==> src/rtl/eeprom2w_slave.sv <==
module eeprom2w_slave #(
  parameter int          ADDR_W      = 4,
  parameter int          PROG_CYCLES = 500,
  parameter logic [3:0]  DEV_ID      = 4'b1010
) (
  input  logic clk,
  input  logic rst_n,
  input  logic scl_in,
  input  logic sda_in,
  output logic sda_pull
);
  localparam int DEPTH = 1 << ADDR_W;
  localparam int BW    = $clog2(PROG_CYCLES + 1);

  typedef enum logic [2:0] {S_IDLE, S_CTRL, S_ADDR, S_WDAT, S_RDAT} st_t;

  st_t               st;
  logic              scl_q, sda_q, ackph, wrote, mack;
  logic [3:0]        cnt;
  logic [7:0]        sh, tx;
  logic [ADDR_W-1:0] ptr;
  logic [BW-1:0]     busy;
  logic [7:0]        mem [DEPTH];

  wire start_c = scl_q & scl_in & sda_q & ~sda_in;
  wire stop_c  = scl_q & scl_in & ~sda_q & sda_in;
  wire rise    = ~scl_q & scl_in;
  wire fall    = scl_q & ~scl_in;
  wire ctrl_ok = (sh[7:4] == DEV_ID);

  always_ff @(posedge clk) begin
    if (!rst_n) begin
      st <= S_IDLE; scl_q <= 1'b1; sda_q <= 1'b1; ackph <= 1'b0;
      wrote <= 1'b0; mack <= 1'b0; cnt <= '0; sh <= '0; tx <= '0;
      ptr <= '0; busy <= '0; sda_pull <= 1'b0;
      for (int i = 0; i < DEPTH; i++) mem[i] <= '0;
    end else begin
      scl_q <= scl_in;
      sda_q <= sda_in;
      if (busy != '0) busy <= busy - BW'(1);
      if (stop_c) begin
        st <= S_IDLE; sda_pull <= 1'b0; ackph <= 1'b0;
        if (wrote) begin
          busy  <= BW'(PROG_CYCLES);
          wrote <= 1'b0;
        end
      end else if (start_c) begin
        sda_pull <= 1'b0; ackph <= 1'b0; cnt <= '0;
        st <= (busy == '0) ? S_CTRL : S_IDLE;
      end else if (st == S_RDAT) begin
        if (rise) begin
          if (ackph) mack <= ~sda_in;
          else       cnt  <= cnt + 4'd1;
        end
        if (fall) begin
          if (ackph) begin
            ackph <= 1'b0;
            if (mack) begin
              tx <= mem[ptr]; sda_pull <= ~mem[ptr][7]; cnt <= '0;
            end else begin
              st <= S_IDLE;
            end
          end else if (cnt == 4'd8) begin
            sda_pull <= 1'b0; ackph <= 1'b1; ptr <= ptr + 1'b1;
          end else begin
            tx <= {tx[6:0], 1'b0}; sda_pull <= ~tx[6];
          end
        end
      end else if (st != S_IDLE) begin
        if (rise && !ackph) begin
          sh  <= {sh[6:0], sda_in};
          cnt <= cnt + 4'd1;
        end
        if (fall) begin
          if (ackph) begin
            ackph <= 1'b0; cnt <= '0; sda_pull <= 1'b0;
          end else if (cnt == 4'd8) begin
            ackph <= 1'b1;
            case (st)
              S_CTRL: if (ctrl_ok) begin
                sda_pull <= 1'b1;
                if (sh[0]) begin st <= S_RDAT; mack <= 1'b1; end
                else st <= S_ADDR;
              end else st <= S_IDLE;
              S_ADDR: begin ptr <= sh[ADDR_W-1:0]; sda_pull <= 1'b1; st <= S_WDAT; end
              S_WDAT: begin mem[ptr] <= sh; ptr <= ptr + 1'b1; wrote <= 1'b1; sda_pull <= 1'b1; end
              default: st <= S_IDLE;
            endcase
          end
        end
      end
    end
  end

  assert_drive_on_low_R10: assert property (@(posedge clk) disable iff (!rst_n)
    (sda_pull != $past(sda_pull)) |-> !scl_q);
  assert_idle_released_R2: assert property (@(posedge clk) disable iff (!rst_n)
    (st == S_IDLE) |-> !sda_pull);
  assert_quiet_busy_R11: assert property (@(posedge clk) disable iff (!rst_n)
    (busy != '0) |-> !sda_pull);
  assert_timer_from_stop_R11: assert property (@(posedge clk) disable iff (!rst_n)
    $rose(busy != '0) |-> $past(stop_c));
  assert_ack_hold_R4: assert property (@(posedge clk) disable iff (!rst_n)
    (ackph && st != S_RDAT && st != S_IDLE && scl_q && scl_in) |-> $stable(sda_pull));
endmodule

==> config.mk <==
export PLATFORM = sky130hd
export DESIGN_NAME = eeprom2w_slave
export DESIGN_NICKNAME = d
export VERILOG_FILES = /design/src/rtl/eeprom2w_slave.sv
export SDC_FILE = /design/constraint.sdc
export NUM_CORES = 1
export LEC_CHECK = 0
export BUFFER_PORTS_ARGS = -buffer_cell sky130_fd_sc_hd__buf_4
export CAP_MARGIN = 20
export CORE_MARGIN = 4
export CORE_UTILIZATION = 55
export DETAILED_ROUTE_END_ITERATION = 16
export PLACE_DENSITY = 0.84
export SETUP_SLACK_MARGIN = 0.3
export SYNTH_ARGS = -nofsm -noshare
export SYNTH_HDL_FRONTEND = slang
export SYNTH_SLANG_ARGS = --single-unit
==> constraint.sdc <==
create_clock -name clk -period 2.5 [get_ports clk]
set_input_delay 0.625 -clock clk [delete_from_list [all_inputs] [get_ports clk]]
set_output_delay 0.625 -clock clk [all_outputs]
set_load 0.005 [all_outputs]
## After elaboration in Yosys (flattened, before gate mapping)

Memory sizes are Yosys's and may differ from the RTL's. A register that Yosys moved wholly into a read port is not among the register bits.
Cells that the tools add are included.

- Output and inout port bits: 1
- Logic and storage cells: 168
- Memories kept: 1
- Input bits: 4
- Bits in registers: 41
- Bits in writable memories: 128

Memory list:

| name | words | bits a word | read ports | clocked after memory_dff | wr ports | line | source |
|---|---|---|---|---|---|---|---|
| mem | 16 | 8 | 1 | 1 | 16 | 23 | `logic [7:0] mem [DEPTH];` |

- Bitwise operators: 18
- Mux-type cells: 81
- Reductions and logical operators: 24
- Equality and inequality tests: 29
- Add/sub/neg operators: 3

Operators with widths:

| operator | count |
|---|---|
| $mux 4 | 22 |
| $mux 1 | 38 |
| $mux 3 | 11 |
| $mux 9 | 3 |
| $mux 7 | 3 |
| $ne 3x3->1 const B | 5 |
| $ne 2x2->1 const B | 7 |
| $reduce_and 7->1 | 2 |
| $ne 4x4->1 const B | 3 |
| $reduce_bool 3->1 | 4 |
| $not 1->1 | 11 |
| $reduce_and 11->1 | 1 |
| $reduce_and 10->1 | 1 |
| $logic_not 9->1 | 1 |
| $pmux 3 s3 | 1 |
| $reduce_bool 9->1 | 1 |
| $sub 9x1->9 const B | 1 |
| $add 4x1->4 const B | 2 |
| $eq 4x4->1 const B | 2 |
| $mux 8 | 1 |
| $ne 2x1->1 const B | 4 |
| $ne 4x3->1 const B | 2 |
| $pmux 4 s2 | 1 |
| $reduce_and 8->1 | 1 |
| other kinds (17) | 27 |

## Depth between registers and ports, before layout

Gate-level depths: netlist of run 1.

- Word-level depth: 13
- Gate-level depth with buffers: 9

## Worst setup path before layout of run 1

No wires, ideal clock.

- Path kind: in2reg
- Start: input scl_in
- End: memory mem[10][0], enable pin
- Slack: -0.195 ns
- Arrival time: 2.311 ns
- Stages on the path: 5
- Buffers on the path: 1
- Cell sequence: or3b_4 -> nor3_4 -> nand3_1 -> buf_6 -> o21ai_0

RTL lines:

| element | line | source |
|---|---|---|
| start, declared | 8 | `input logic scl_in,` |
| end, declared | 23 |  |

## Worst setup path in the final report of run 1

- Start: register cnt[0]
- End: register tx[1]

- Longest elaborated chain between the ends: 3

Ends and longest elaborated chain:

| element | line | source |
|---|---|---|
| start, declared | 19 | `logic [3:0] cnt;` |
| start signal, assigned | 53 | `else cnt <= cnt + 4'd1;` |
| start signal, assigned | 72 | `cnt <= cnt + 4'd1;` |
| $eq 4x4->1 | 63 | `end else if (cnt == 4'd8) begin` |
| $ne 2x2->1 (no source line) | n/a |  |
| $reduce_and 6->1 (no source line) | n/a |  |
| end signal, assigned | 66 | `tx <= {tx[6:0], 1'b0}; sda_pull <= ~tx[6];` |
| end, declared | 20 | `logic [7:0] sh, tx;` |

No other way between the ends.
A chain may end at the register's enable or synchronous reset.

==> impl_metrics.xml, run 1 <==
<?xml version="1.0" encoding="UTF-8"?>
<metrics>
  <group name="timing">
    <metric name="hold_viol" unit="">0</metric>
    <metric name="max_slew.worst_pin.slew" unit="ps">905.9</metric>
    <metric name="final_worst_path_period_share" unit="">0.8401</metric>
    <metric name="timing_max_transition_violations_final" unit="">0</metric>
    <metric name="setup_ws" unit="ps">399.7</metric>
    <metric name="minimum_clock_period" unit="ps">2100</metric>
    <metric name="max_freq" unit="GHz">0.4761</metric>
    <metric name="setup_violations" unit="">0</metric>
    <metric name="unrepaired_setup_endpoints_after_global_routing" unit="">yes</metric>
    <metric name="fin_worst_skew" unit="ps">8.201</metric>
    <metric name="worst_slew_margin_rel" unit="">0.3953</metric>
  </group>
  <group name="placed_design">
    <metric name="dpl.hpwl" unit="um">13850</metric>
    <metric name="dpl_cell_area" unit="sq um">8990</metric>
    <metric name="place_worst_setup_slack" unit="ps">-29.25</metric>
    <metric name="finalWeightedCongestion" unit="">0.9181</metric>
    <metric name="buffer_ports.inserted" unit="">4</metric>
  </group>
  <group name="drt">
    <metric name="drt-wirelength-per-cell" unit="um">21.57</metric>
    <metric name="detail_route.wirelength" unit="um">19610</metric>
    <metric name="route.antenna.remaining_nets" unit="">0</metric>
    <metric name="remaining_drc_errors" unit="">0</metric>
    <metric name="via_count" unit="">5669</metric>
    <metric name="drt_iter0_drc" unit="">561</metric>
    <metric name="vias_per_cell" unit="">6.237</metric>
    <metric name="drt_pass1_iterations" unit="">5</metric>
  </group>
  <group name="die">
    <metric name="floorplan.die.height" unit="um">132.1</metric>
    <metric name="die_wd" unit="um">132.1</metric>
    <metric name="core_area" unit="sq um">15150</metric>
    <metric name="die_area" unit="sq um">17440</metric>
    <metric name="row_count" unit="">45</metric>
    <metric name="floorplan.io_pins" unit="">5</metric>
    <metric name="initial_core_util" unit="">0.5589</metric>
  </group>
  <group name="cells_and_area">
    <metric name="final_nets" unit="">721</metric>
    <metric name="final.fill_count" unit="">1085</metric>
    <metric name="syn2layout_area_growth" unit="%">13.67</metric>
    <metric name="seq_area" unit="sq um">4748</metric>
    <metric name="layout.cell_area.non_filler" unit="sq um">9622</metric>
    <metric name="ant_diodes" unit="">0</metric>
    <metric name="multi_input_area" unit="sq um">3626</metric>
    <metric name="layout-drive-gt1-share" unit="">0.2288</metric>
  </group>
  <group name="yosys">
    <metric name="post_synth_inst_count" unit="">686</metric>
    <metric name="synth_cell_type_count" unit="">69</metric>
    <metric name="mean_post_synth_cell_area" unit="sq um">12.34</metric>
    <metric name="synth-async-reset-ratio" unit="">0</metric>
    <metric name="post_synth_instance_area" unit="sq um">8464</metric>
    <metric name="yosys_most_used_dff" unit="">edfxtp_1</metric>
    <metric name="synth_edf_count" unit="">128</metric>
    <metric name="synth_seq_cells" unit="">173</metric>
    <metric name="ys_seq_area_frac" unit="">0.5605</metric>
    <metric name="yosys_warnings" unit="">0</metric>
    <metric name="syn_nets" unit="">699</metric>
  </group>
  <group name="pwr">
    <metric name="p_per_area" unit="nW/um^2">667.1</metric>
    <metric name="reported_leakage_power" unit="nW">3.169</metric>
    <metric name="vdd.ir_drop.worst" unit="mV">0.5345</metric>
  </group>
  <group name="clock_tree">
    <metric name="tritoncts_buffers" unit="">17</metric>
    <metric name="postCtsHoldBufs" unit="">0</metric>
    <metric name="cts.path.max_buffers" unit="">2</metric>
    <metric name="htree_num_levels" unit="">4</metric>
    <metric name="tritoncts_clock_tree" unit="">done</metric>
    <metric name="clock_latency_on_the_worst_skew_pair" unit="ps">430</metric>
    <metric name="clk_pin_slew_worst_paths" unit="ps">60</metric>
    <metric name="clock_root_buffer" unit="">clkbuf_16</metric>
    <metric name="tritoncts_sinks" unit="">173</metric>
  </group>
  <group name="setup_path">
    <metric name="timing.critical_path.slowest_stage_cell" unit="">a31oi_1</metric>
    <metric name="worst-path-max-fanout" unit="">8</metric>
    <metric name="worstPathRequired" unit="ps">2880</metric>
    <metric name="cp_cell_sequence" unit="">inv_1 &gt; ha_1 &gt; and3b_1 &gt; o21ai_0 &gt; a31oi_1 &gt; a22o_1</metric>
    <metric name="timing.critical_path.arrival" unit="ps">2480</metric>
    <metric name="regToRegSetupSlack" unit="ps">400</metric>
    <metric name="timing.rr.end" unit="">tx[1]$_SDFFE_PN0P_</metric>
    <metric name="max_stage_delay" unit="ps">600</metric>
    <metric name="critical_path.startpoint_type" unit="">flop</metric>
    <metric name="r2r_cells" unit="">6</metric>
    <metric name="nature_of_the_critical_path_endpoint" unit="">flop</metric>
    <metric name="critPathKind" unit="">flop to flop</metric>
    <metric name="startpoint_of_the_most_critical_register_to_register_path" unit="">cnt[0]$_SDFFE_PN0P_</metric>
  </group>
  <group name="min_path">
    <metric name="hold_path_class" unit="">primary input to flop</metric>
    <metric name="holdCritStartpoint" unit="">rst_n</metric>
    <metric name="whs_endpoint" unit="">scl_q$_SDFF_PN1_</metric>
    <metric name="whs_path_depth" unit="">2</metric>
  </group>
  <group name="outcome">
    <metric name="outcome" unit="">completed</metric>
  </group>
  <group name="global_route">
    <metric name="number_of_antenna_violations_at_the_first_check_in_global_routing" unit="">0</metric>
    <metric name="first_global_vias" unit="">5605</metric>
    <metric name="grt_pass1_wl" unit="um">30690</metric>
    <metric name="global_route.usage.total" unit="">0.2287</metric>
    <metric name="grt-ovfl-total" unit="">0</metric>
    <metric name="largest_net_degree_at_the_start_of_global_routing" unit="">23</metric>
  </group>
  <group name="job">
    <metric name="maximum_capacitance_violations" unit="">0</metric>
  </group>
</metrics>
[cells in the mapped netlist, types with 4 or more instances]
cell type	n	area share
a211oi_1	5	0.0044
buf_4	6	0.0053
a21oi_1	27	0.016
nand3b_1	5	0.0044
clkbuf_1	25	0.011
mux2i_1	16	0.019
or3_1	6	0.0044
nand3_1	15	0.0089
edfxtp_1	128	0.45
nand2b_1	12	0.0089
a2111oi_0	4	0.0041
xnor2_1	4	0.0041
ha_1	9	0.013
nor2_1	15	0.0067
o21ai_0	19	0.011
a22o_1	6	0.0062
o211ai_1	4	0.0035
a31oi_1	9	0.0067
nor3_1	18	0.011
mux2_2	11	0.015
buf_1	7	0.0031
a221o_1	10	0.012
and2_1	120	0.089
inv_1	12	0.0053
nand2_1	41	0.018
mux4_2	24	0.064
buf_2	6	0.0035
dfxtp_1	45	0.11
nor2b_1	5	0.0037
nor2_4	9	0.012
nand4_1	6	0.0044
[critical path: cells and delay by family, from the launching register on]
| kind | cells | cell delay, ps |
|---|---|---|
| AO/OA/AOI/OAI | 3 | 1000 |
| adder cells (fa/ha/maj) | 1 | 160 |
| buffers and inverters | 1 | 90 |
| flip-flops | 1 | 350 |
| AND/OR/NAND/NOR | 1 | 440 |
[logic make-up (layout without fill, tap and decap cells)]
logic type               count (synthesis)  in the layout  synth area share
AND/OR/NAND/NOR                        280            280            0.2016
flip-flops                             173            173            0.5605
AO/OA/AOI/OAI                          106            106           0.08766
buffers and inverters                   61             96           0.03326
multiplexers                            51             51           0.09741
adder cells (fa/ha/maj)                  9              9           0.01330
XOR/XNOR                                 6              6          0.006208
[sequential cells by signal, summed over array words and instances (netlist names), 3 cells and up, named ones only]
name / flops
cnt: 4
tx: 7
busy: 9
ptr: 4
sh: 8
st: 3
mem: 128
[layout make-up]
class                      instances  share of cell area
clock buffer                      22             0.05033
sequential                       173              0.4935
multi-input combinational        452              0.3769
timing repair buffer              50             0.04018
tap                              188             0.02445
inverter                          14            0.005462
clock inverter                    10            0.009233
[worst max-delay path by stage]
stage / startpoint / to / slack [ps] / cells after the start
6_report: cnt[0]$_SDFFE_PN0P_ / tx[1]$_SDFFE_PN0P_ / 400 / 6
5_1_grt: flop / tx[0]$_SDFFE_PN0P_ / 250 / 6
4_1_cts: flop / tx[1]$_SDFFE_PN0P_ / 330 / 6
3_5_place_dp: scl_in / mem[1][2]$_SDFFCE_PN0P_ / -30 / 7
3_3_place_gp: scl_in / mem[1][5]$_SDFFCE_PN0P_ / 10 / 7
2_1_floorplan: scl_in / mem[8][0]$_SDFFCE_PN0P_ / 150 / 4
[placed cells by master, fill, tap and decap left out, drive strengths merged, types with 3 or more instances in the layout]
master,n
inv,13
o21ai,20
a21oi,28
clkinvlp,5
mux2i,16
mux2,11
nand3,18
nand2,41
a31oi,9
or3,6
a2111oi,6
clkinv,5
clkbuf,22
mux4,24
o211ai,4
edfxtp,128
nor2,27
a211oi,5
a221o,10
a21boi,3
nand3b,5
or4,3
buf,50
nand2b,12
nor3,23
nand4,6
a22o,6
xnor2,4
nor2b,5
dfxtp,45
and2,120
o31ai,3
nor4,3
ha,9
[what timing repair did]
item | in CTS | in global routing
endpoints found under the setup margin | 57 | 34
setup buffers | 1 | 0
gates resized for setup | 2 | 10
pin swaps | 1 | 2
[where the power goes]
group          total (W)  switching (W)  leakage (nW)  internal [W]
sequential       0.00332      0.0000866          1.58       0.00323
combinational   0.000559       0.000317          1.32      0.000242
clock            0.00254        0.00107         0.268       0.00147
total            0.00642        0.00147          3.17       0.00494
[per-layer routing]
layer / GRT usage / vias up / routed length [um]
met5: 0 / - / 0
met4: 0.1021 / 0 / 654
met3: 0.05534 / 50 / 1370
met2: 0.3703 / 224 / 9610
met1: 0.2941 / 2809 / 7972
li1: - / 2586 / -
[stage by stage]
step / total power [W] / hold WS [ps] / setup TNS, ps / utilization / std cells
finish: 0.006418 / 455.2 / 0 / 0.6353 / 909
global route: 0.006616 / 454.1 / 0 / 0.6353 / 909
global placement: 0.003893 / 437.7 / 0 / 0.5936 / 876
detailed placement: 0.003933 / 447.6 / -232.9 / 0.5936 / 876
CTS: 0.006417 / 448.2 / 0 / 0.6325 / 909
floorplan: 0.003779 / 426.4 / 0 / - / 686
Note: power is estimated with default switching activity, not from simulation.
==> run 2: changes to the inputs <==
==> constraint.sdc (replaced) <==
create_clock -name clk -period 1.7 [get_ports clk]
set_input_delay 0.425 -clock clk [delete_from_list [all_inputs] [get_ports clk]]
set_output_delay 0.425 -clock clk [all_outputs]
set_load 0.005 [all_outputs]
==> run 2 against run 1 <==
Effect of this change: critical endpoint is now mem[0][2]$_SDFFCE_PN0P_; clock power grew 46%; cell count grew 10%; die area is the same; first-iteration DRC count grew 21%; setup slack lost 780 ps; via count grew 13%; utilization grew 11 points; sequential cell count is the same; wire length grew 24%; the run now ends with negative setup slack left; power grew 57%.
==> impl_metrics.xml, run 2 (synthesis gave the netlist of run 1 again) <==
<?xml version="1.0" encoding="UTF-8"?>
<metrics>
  <group name="pwr">
    <metric name="power.sequential.fraction" unit="">0.486</metric>
    <metric name="p_per_area" unit="nW/um^2">896.6</metric>
    <metric name="switching_share" unit="">0.2454</metric>
    <metric name="reported_leakage_power" unit="nW">3.907</metric>
    <metric name="net-switching-power" unit="W">0.002472</metric>
    <metric name="clkPwrFrac" unit="">0.368</metric>
    <metric name="report.power.total" unit="W">0.01007</metric>
    <metric name="internal_power" unit="W">0.007603</metric>
    <metric name="vdd.ir_drop.worst" unit="mV">1.243</metric>
    <metric name="comb_pwr_share" unit="">0.147</metric>
  </group>
  <group name="die">
    <metric name="core_area" unit="sq um">15150</metric>
    <metric name="floorplan.io_pins" unit="">5</metric>
    <metric name="row_count" unit="">45</metric>
    <metric name="initial_core_util" unit="">0.5589</metric>
    <metric name="die_area" unit="sq um">17440</metric>
    <metric name="die_wd" unit="um">132.1</metric>
    <metric name="floorplan.die.height" unit="um">132.1</metric>
  </group>
  <group name="setup_path">
    <metric name="critical_path.startpoint_type" unit="">flop</metric>
    <metric name="timing.critical_path.slowest_stage_cell" unit="">or3b_4</metric>
    <metric name="critPathBufInv" unit="">1</metric>
    <metric name="critical_path.top_delay_family" unit="">simple AND/OR/NAND/NOR gates</metric>
    <metric name="critical_path_depth" unit="">6</metric>
    <metric name="cp-endpoint" unit="">mem[0][2]$_SDFFCE_PN0P_</metric>
    <metric name="worstPathRequired" unit="ps">1850</metric>
    <metric name="worst-path-max-fanout" unit="">8</metric>
    <metric name="critPathKind" unit="">flop to flop</metric>
    <metric name="timing.rr.end" unit="">mem[0][2]$_SDFFCE_PN0P_</metric>
    <metric name="cp_cell_sequence" unit="">or3b_4 &gt; nor3_4 &gt; buf_6 &gt; nand3_4 &gt; nor3_4 &gt; nand2b_4</metric>
    <metric name="critical_path.most_common_cell" unit="">nor3_4</metric>
    <metric name="timing.critical_path.arrival" unit="ps">2230</metric>
    <metric name="max_stage_delay" unit="ps">420</metric>
    <metric name="startpoint_of_the_most_critical_register_to_register_path" unit="">ackph$_SDFFE_PP0P_</metric>
    <metric name="startpoint" unit="">ackph$_SDFFE_PP0P_</metric>
    <metric name="r2r_cells" unit="">6</metric>
    <metric name="nature_of_the_critical_path_endpoint" unit="">flop</metric>
    <metric name="regToRegSetupSlack" unit="ps">-380</metric>
  </group>
  <group name="global_route">
    <metric name="first_global_vias" unit="">6554</metric>
    <metric name="largest_net_degree_at_the_start_of_global_routing" unit="">25</metric>
    <metric name="number_of_antenna_violations_at_the_first_check_in_global_routing" unit="">0</metric>
    <metric name="gr-usage-met3" unit="">0.06221</metric>
    <metric name="grt-ovfl-total" unit="">0</metric>
    <metric name="grt_pass1_wl" unit="um">36320</metric>
    <metric name="global_route.usage.total" unit="">0.2736</metric>
    <metric name="grt_busiest_layer" unit="">met2</metric>
    <metric name="grt_util_met2" unit="">0.4641</metric>
    <metric name="gr-usage-met1" unit="">0.3263</metric>
  </group>
  <group name="clock_tree">
    <metric name="tritoncts_sinks" unit="">173</metric>
    <metric name="tritoncts_clock_tree" unit="">done</metric>
    <metric name="postCtsHoldBufs" unit="">0</metric>
    <metric name="tritoncts_buffers" unit="">17</metric>
    <metric name="cts.path.max_buffers" unit="">2</metric>
    <metric name="clock_root_buffer" unit="">clkbuf_16</metric>
    <metric name="htree_num_levels" unit="">4</metric>
    <metric name="clock_latency_on_the_worst_skew_pair" unit="ps">440</metric>
    <metric name="clk_pin_slew_worst_paths" unit="ps">70</metric>
  </group>
  <group name="placed_design">
    <metric name="buffer_ports.inserted" unit="">4</metric>
    <metric name="finalWeightedCongestion" unit="">0.9196</metric>
    <metric name="dpl.hpwl" unit="um">14780</metric>
    <metric name="place_worst_setup_slack" unit="ps">-591.8</metric>
  </group>
  <group name="outcome">
    <metric name="outcome" unit="">complete, but fails checks</metric>
    <metric name="violations" unit="">negative setup slack</metric>
  </group>
  <group name="cells_and_area">
    <metric name="layout.cells.most_common" unit="">edfxtp_1</metric>
    <metric name="layout-drive-gt1-share" unit="">0.4453</metric>
    <metric name="syn2layout_area_growth" unit="%">32.76</metric>
    <metric name="fin_util" unit="">0.7419</metric>
    <metric name="biggestRegsByFlops" unit="">mem x128, busy x9, sh x8</metric>
    <metric name="final.fill_count" unit="">836</metric>
    <metric name="multi_input_area" unit="sq um">4233</metric>
    <metric name="ant_diodes" unit="">0</metric>
    <metric name="final_nets" unit="">813</metric>
    <metric name="layout_common_cells" unit="">edfxtp_1 (128), and2_1 (96), buf_4 (88)</metric>
    <metric name="registers.top_by_ff_count" unit="">mem</metric>
    <metric name="seq_area" unit="sq um">4758</metric>
    <metric name="number_of_flip_flops_under_the_largest_register_name" unit="">128</metric>
  </group>
  <group name="drt">
    <metric name="remaining_drc_errors" unit="">0</metric>
    <metric name="drt_pass1_iterations" unit="">5</metric>
    <metric name="via_count" unit="">6395</metric>
    <metric name="detail_route.wirelength" unit="um">24300</metric>
    <metric name="route.antenna.remaining_nets" unit="">0</metric>
    <metric name="vias_per_cell" unit="">6.389</metric>
    <metric name="drt-wirelength-per-cell" unit="um">24.28</metric>
    <metric name="drt_iter0_drc" unit="">677</metric>
  </group>
  <group name="min_path">
    <metric name="hold_path_class" unit="">primary input to flop</metric>
  </group>
  <group name="timing">
    <metric name="fin_hold_ws" unit="ps">365.1</metric>
    <metric name="fin_worst_skew" unit="ps">10.82</metric>
    <metric name="setup_violations" unit="">280</metric>
    <metric name="unrepaired_setup_endpoints_after_global_routing" unit="">yes</metric>
    <metric name="worst_slew_margin_rel" unit="">0.6007</metric>
    <metric name="max_slew.worst_pin.slew" unit="ps">599.0</metric>
    <metric name="setup_ws" unit="ps">-384.7</metric>
    <metric name="max_freq" unit="GHz">0.4797</metric>
    <metric name="setup-tns-final" unit="ps">-82550</metric>
    <metric name="timing_max_transition_violations_final" unit="">0</metric>
    <metric name="hold_viol" unit="">0</metric>
    <metric name="final_worst_path_period_share" unit="">1.226</metric>
    <metric name="minimum_clock_period" unit="ps">2085</metric>
  </group>
  <group name="job">
    <metric name="maximum_capacitance_violations" unit="">0</metric>
  </group>
</metrics>
==> run 2: cell count changes in the layout (fill, tap and decap cells not counted), moves of 14 or more <==
cell    before  now
and2_1     120   96
buf_12       0   14
buf_6        3   37
and2_4       0   24
buf_4       47   88
==> run 2: per-stage QoR <==
step,instance area [sq um],instances
after global routing,11240,1001
after CTS,10890,988
after detailed placement,9693,934
final,11240,1001
after floorplan,8853,686
after global placement,9693,934
==> run 2: timing repair <==
item	in CTS	in global routing
resized for setup	102	59
setup buffers	22	13
pin swaps	50	39
setup endpoints to repair	297	299
==> run 2: worst min-delay path, delay by kind of cell <==
kind | cells | cell delay, ps
buffers and inverters | 2 | 240
and+or+nand+nor | 1 | 100
==> run 2: metal layers <==
metal	up-vias	wire, um	share of wire
li1	2761	-	-
met5	-	0	0
met2	361	12470	0.51
met3	98	1875	0.077
met4	0	1130	0.047
met1	3175	8826	0.36
==> run 2: worst min path at each step <==
stage	start	endpoint	slack [ps]	depth (start not counted)
finish	scl_in	scl_q$_SDFF_PN1_	370	3
global route	scl_in	scl_q$_SDFF_PN1_	380	3
CTS	scl_in	scl_q$_SDFF_PN1_	300	3
detailed placement	tx[0]$_SDFFE_PN0P_	tx[0]$_SDFFE_PN0P_	460	1
global placement	tx[0]$_SDFFE_PN0P_	tx[0]$_SDFFE_PN0P_	440	1
floorplan	tx[0]$_SDFFE_PN0P_	tx[0]$_SDFFE_PN0P_	430	1
==> run 2: layout make-up <==
type / count / area share
Clock buffer: 27 / 0.04632
Inverter: 14 / 0.005122
Tap cell: 188 / 0.02093
Clock inverter: 5 / 0.002672
Multi-Input combinational cell: 452 / 0.3767
Timing Repair Buffer: 142 / 0.1248
Sequential cell: 173 / 0.4235
==> run 2: power groups by stage <==
stage	Combinational, W	Clock [W]	Sequential, W
after floorplan	0.000743	0	0.00492
final	0.00148	0.00371	0.00489
after detailed placement	0.00112	0	0.00496
after global placement	0.00105	0	0.00494
after CTS	0.00131	0.00369	0.00488
after global routing	0.00158	0.00389	0.00491
==> run 3: changes to the inputs <==
--- a/config.mk
+++ b/config.mk
@@ -7,6 +7,7 @@
 export LEC_CHECK = 0
 export BUFFER_PORTS_ARGS = -buffer_cell sky130_fd_sc_hd__buf_4
 export CAP_MARGIN = 20
+export CORE_ASPECT_RATIO = 1.4
 export CORE_MARGIN = 4
 export CORE_UTILIZATION = 55
 export DETAILED_ROUTE_END_ITERATION = 16
==> run 3 against run 2 <==
Effect of this change: sequential cell count unchanged; sequential share of layout area decreased by 1.8 points; the flow still finishes with violations (negative setup slack); sequential power is essentially flat; setup slack worse by 140 ps; clock power is 17% higher; clock-buffer cell count shrank 9; critical path depth increased by 1; first-iteration DRC count grew 4.4%; die area rose by 0.16%; clock skew rose by 3.7 ps.
==> impl_metrics.xml, run 3 (synthesis gave the netlist of run 1 again) <==
<?xml version="1.0" encoding="UTF-8"?>
<metrics>
  <group name="setup_path">
    <metric name="worstPathRequired" unit="ps">1840</metric>
    <metric name="max_stage_delay" unit="ps">430</metric>
    <metric name="cp_cell_sequence" unit="">or3b_4 &gt; nor3_4 &gt; buf_6 &gt; nand3_4 &gt; buf_4 &gt; o21ai_4 &gt; buf_6</metric>
    <metric name="r2r_cells" unit="">7</metric>
    <metric name="critical_path.most_common_cell" unit="">buf_6</metric>
    <metric name="worst-path-max-fanout" unit="">8</metric>
    <metric name="critPathKind" unit="">flop to flop</metric>
    <metric name="timing.critical_path.arrival" unit="ps">2370</metric>
    <metric name="timing.critical_path.slowest_stage_cell" unit="">or3b_4</metric>
    <metric name="critical_path.startpoint_type" unit="">flop</metric>
    <metric name="nature_of_the_critical_path_endpoint" unit="">flop</metric>
  </group>
  <group name="drt">
    <metric name="route.antenna.remaining_nets" unit="">0</metric>
    <metric name="drt-wirelength-per-cell" unit="um">28.62</metric>
    <metric name="detail_route.wirelength" unit="um">29160</metric>
    <metric name="via_count" unit="">6902</metric>
    <metric name="drt_iter0_drc" unit="">707</metric>
    <metric name="drt_pass1_iterations" unit="">6</metric>
    <metric name="vias_per_cell" unit="">6.773</metric>
    <metric name="remaining_drc_errors" unit="">0</metric>
  </group>
  <group name="placed_design">
    <metric name="finalWeightedCongestion" unit="">0.8885</metric>
    <metric name="dpl.hpwl" unit="um">15260</metric>
    <metric name="buffer_ports.inserted" unit="">4</metric>
    <metric name="dpl_cell_area" unit="sq um">9738</metric>
  </group>
  <group name="timing">
    <metric name="setup_ws" unit="ps">-528.7</metric>
    <metric name="max_slew.worst_pin.slew" unit="ps">627.2</metric>
    <metric name="timing_max_transition_violations_final" unit="">0</metric>
    <metric name="minimum_clock_period" unit="ps">2229</metric>
    <metric name="worst_slew_margin_rel" unit="">0.5814</metric>
    <metric name="final_worst_path_period_share" unit="">1.311</metric>
    <metric name="max_freq" unit="GHz">0.4487</metric>
    <metric name="unrepaired_setup_endpoints_after_global_routing" unit="">yes</metric>
    <metric name="hold_viol" unit="">0</metric>
    <metric name="setup_violations" unit="">280</metric>
    <metric name="setup-tns-final" unit="ps">-112490</metric>
    <metric name="fin_worst_skew" unit="ps">14.48</metric>
  </group>
  <group name="cells_and_area">
    <metric name="ant_diodes" unit="">0</metric>
    <metric name="fin_util" unit="">0.7804</metric>
    <metric name="syn2layout_area_growth" unit="%">38.79</metric>
    <metric name="layout.cell_area.non_filler" unit="sq um">11750</metric>
    <metric name="final_nets" unit="">827</metric>
    <metric name="layout.cells.most_common" unit="">edfxtp_1</metric>
    <metric name="biggestRegsByFlops" unit="">mem x128, busy x9, sh x8</metric>
    <metric name="layout-drive-gt1-share" unit="">0.5054</metric>
    <metric name="layout_common_cells" unit="">edfxtp_1 (128), buf_4 (88), and2_1 (75)</metric>
    <metric name="registers.top_by_ff_count" unit="">mem</metric>
    <metric name="number_of_flip_flops_under_the_largest_register_name" unit="">128</metric>
  </group>
  <group name="die">
    <metric name="die_wd" unit="um">112.8</metric>
    <metric name="initial_core_util" unit="">0.5623</metric>
    <metric name="floorplan.io_pins" unit="">5</metric>
    <metric name="floorplan.die.height" unit="um">154.8</metric>
    <metric name="row_count" unit="">53</metric>
    <metric name="core_area" unit="sq um">15050</metric>
    <metric name="die_area" unit="sq um">17470</metric>
  </group>
  <group name="clock_tree">
    <metric name="tritoncts_sinks" unit="">173</metric>
    <metric name="clk_pin_slew_worst_paths" unit="ps">70</metric>
    <metric name="postCtsHoldBufs" unit="">0</metric>
    <metric name="clock_latency_on_the_worst_skew_pair" unit="ps">440</metric>
    <metric name="cts.path.max_buffers" unit="">2</metric>
    <metric name="tritoncts_clock_tree" unit="">done</metric>
    <metric name="htree_num_levels" unit="">4</metric>
    <metric name="clock_root_buffer" unit="">clkbuf_16</metric>
    <metric name="tritoncts_buffers" unit="">17</metric>
  </group>
  <group name="global_route">
    <metric name="first_global_vias" unit="">6768</metric>
    <metric name="grt-ovfl-total" unit="">0</metric>
    <metric name="number_of_antenna_violations_at_the_first_check_in_global_routing" unit="">0</metric>
    <metric name="global_route.usage.total" unit="">0.3019</metric>
    <metric name="grt_pass1_wl" unit="um">39620</metric>
    <metric name="largest_net_degree_at_the_start_of_global_routing" unit="">23</metric>
  </group>
  <group name="pwr">
    <metric name="vdd.ir_drop.worst" unit="mV">1.153</metric>
    <metric name="reported_leakage_power" unit="nW">4.175</metric>
    <metric name="p_per_area" unit="nW/um^2">927.3</metric>
    <metric name="report.power.total" unit="W">0.01089</metric>
  </group>
  <group name="min_path">
    <metric name="hold_path_class" unit="">primary input to flop</metric>
    <metric name="whs_path_depth" unit="">3</metric>
  </group>
  <group name="outcome">
    <metric name="outcome" unit="">complete, but fails checks</metric>
    <metric name="violations" unit="">negative setup slack</metric>
  </group>
  <group name="job">
    <metric name="maximum_capacitance_violations" unit="">0</metric>
  </group>
</metrics>
==> run 3: cell types whose count changed in the layout (fill, tap and decap cells not counted), moves of 6 or more <==
cell,before,now
inv_6,0,6
and2_1,96,75
buf_6,37,47
a21oi_2,7,13
nor3_4,9,17
a21oi_1,20,14
and2_4,24,45
==> run 3: layer usage <==
metal / share of wire / up-vias / track usage
met1: 0.32 / 3375 / 0.3388
met2: 0.51 / 535 / 0.5319
li1: - / 2814 / -
met5: 0 / - / 0
met4: 0.085 / 0 / 0.1821
met3: 0.079 / 178 / 0.05088
==> run 3: critical path: cells and delay by family (launching register included) <==
kind            cells  cell delay [ps]
compound gates      1              150
flops               1              360
simple gates        3              870
buf+inv             3              550
==> run 3: power breakdown <==
group	switching (W)	internal, W	total, W
Sequential	0.000156	0.00475	0.00491
Clock	0.00185	0.00250	0.00435
Combinational	0.000866	0.000765	0.00163
==> run 3: worst paths after layout <==
path	slack, ps	endpoint	from
setup reg to reg	-530	mem[4][5]$_SDFFCE_PN0P_	scl_q$_SDFF_PN1_
hold reg to reg	490	tx[5]$_SDFFE_PN0P_	tx[5]$_SDFFE_PN0P_
setup / recovery	-530	mem[4][5]$_SDFFCE_PN0P_	scl_q$_SDFF_PN1_
hold / removal	350	scl_q$_SDFF_PN1_	scl_in
==> run 3: area by class of cell <==
type,instances,area [sq um]
repair buffers,156,1605
clock buffers,18,429.2
clock inverters,14,202.7
well taps,192,240.2
multi-input cells,452,4451
fillers,679,3306
inverters,14,57.56
flip-flops and latches,173,4762
==> run 3: through the flow <==
stage	setup WS (ps)	cells	hold WS (ps)
after floorplan	-386.6	686	426.4
after global placement	-514.4	945	438.0
after detailed placement	-553.0	945	458.3
after CTS	-317.4	997	332.1
after global routing	-560.0	1019	361.9
final	-528.7	1019	353.5
==> run 3: repair_timing <==
item,in CTS,in global routing
gates cloned,2,0
buffers inserted,18,22
setup endpoints to repair,299,299
resized for setup,129,108
pin swaps,42,53
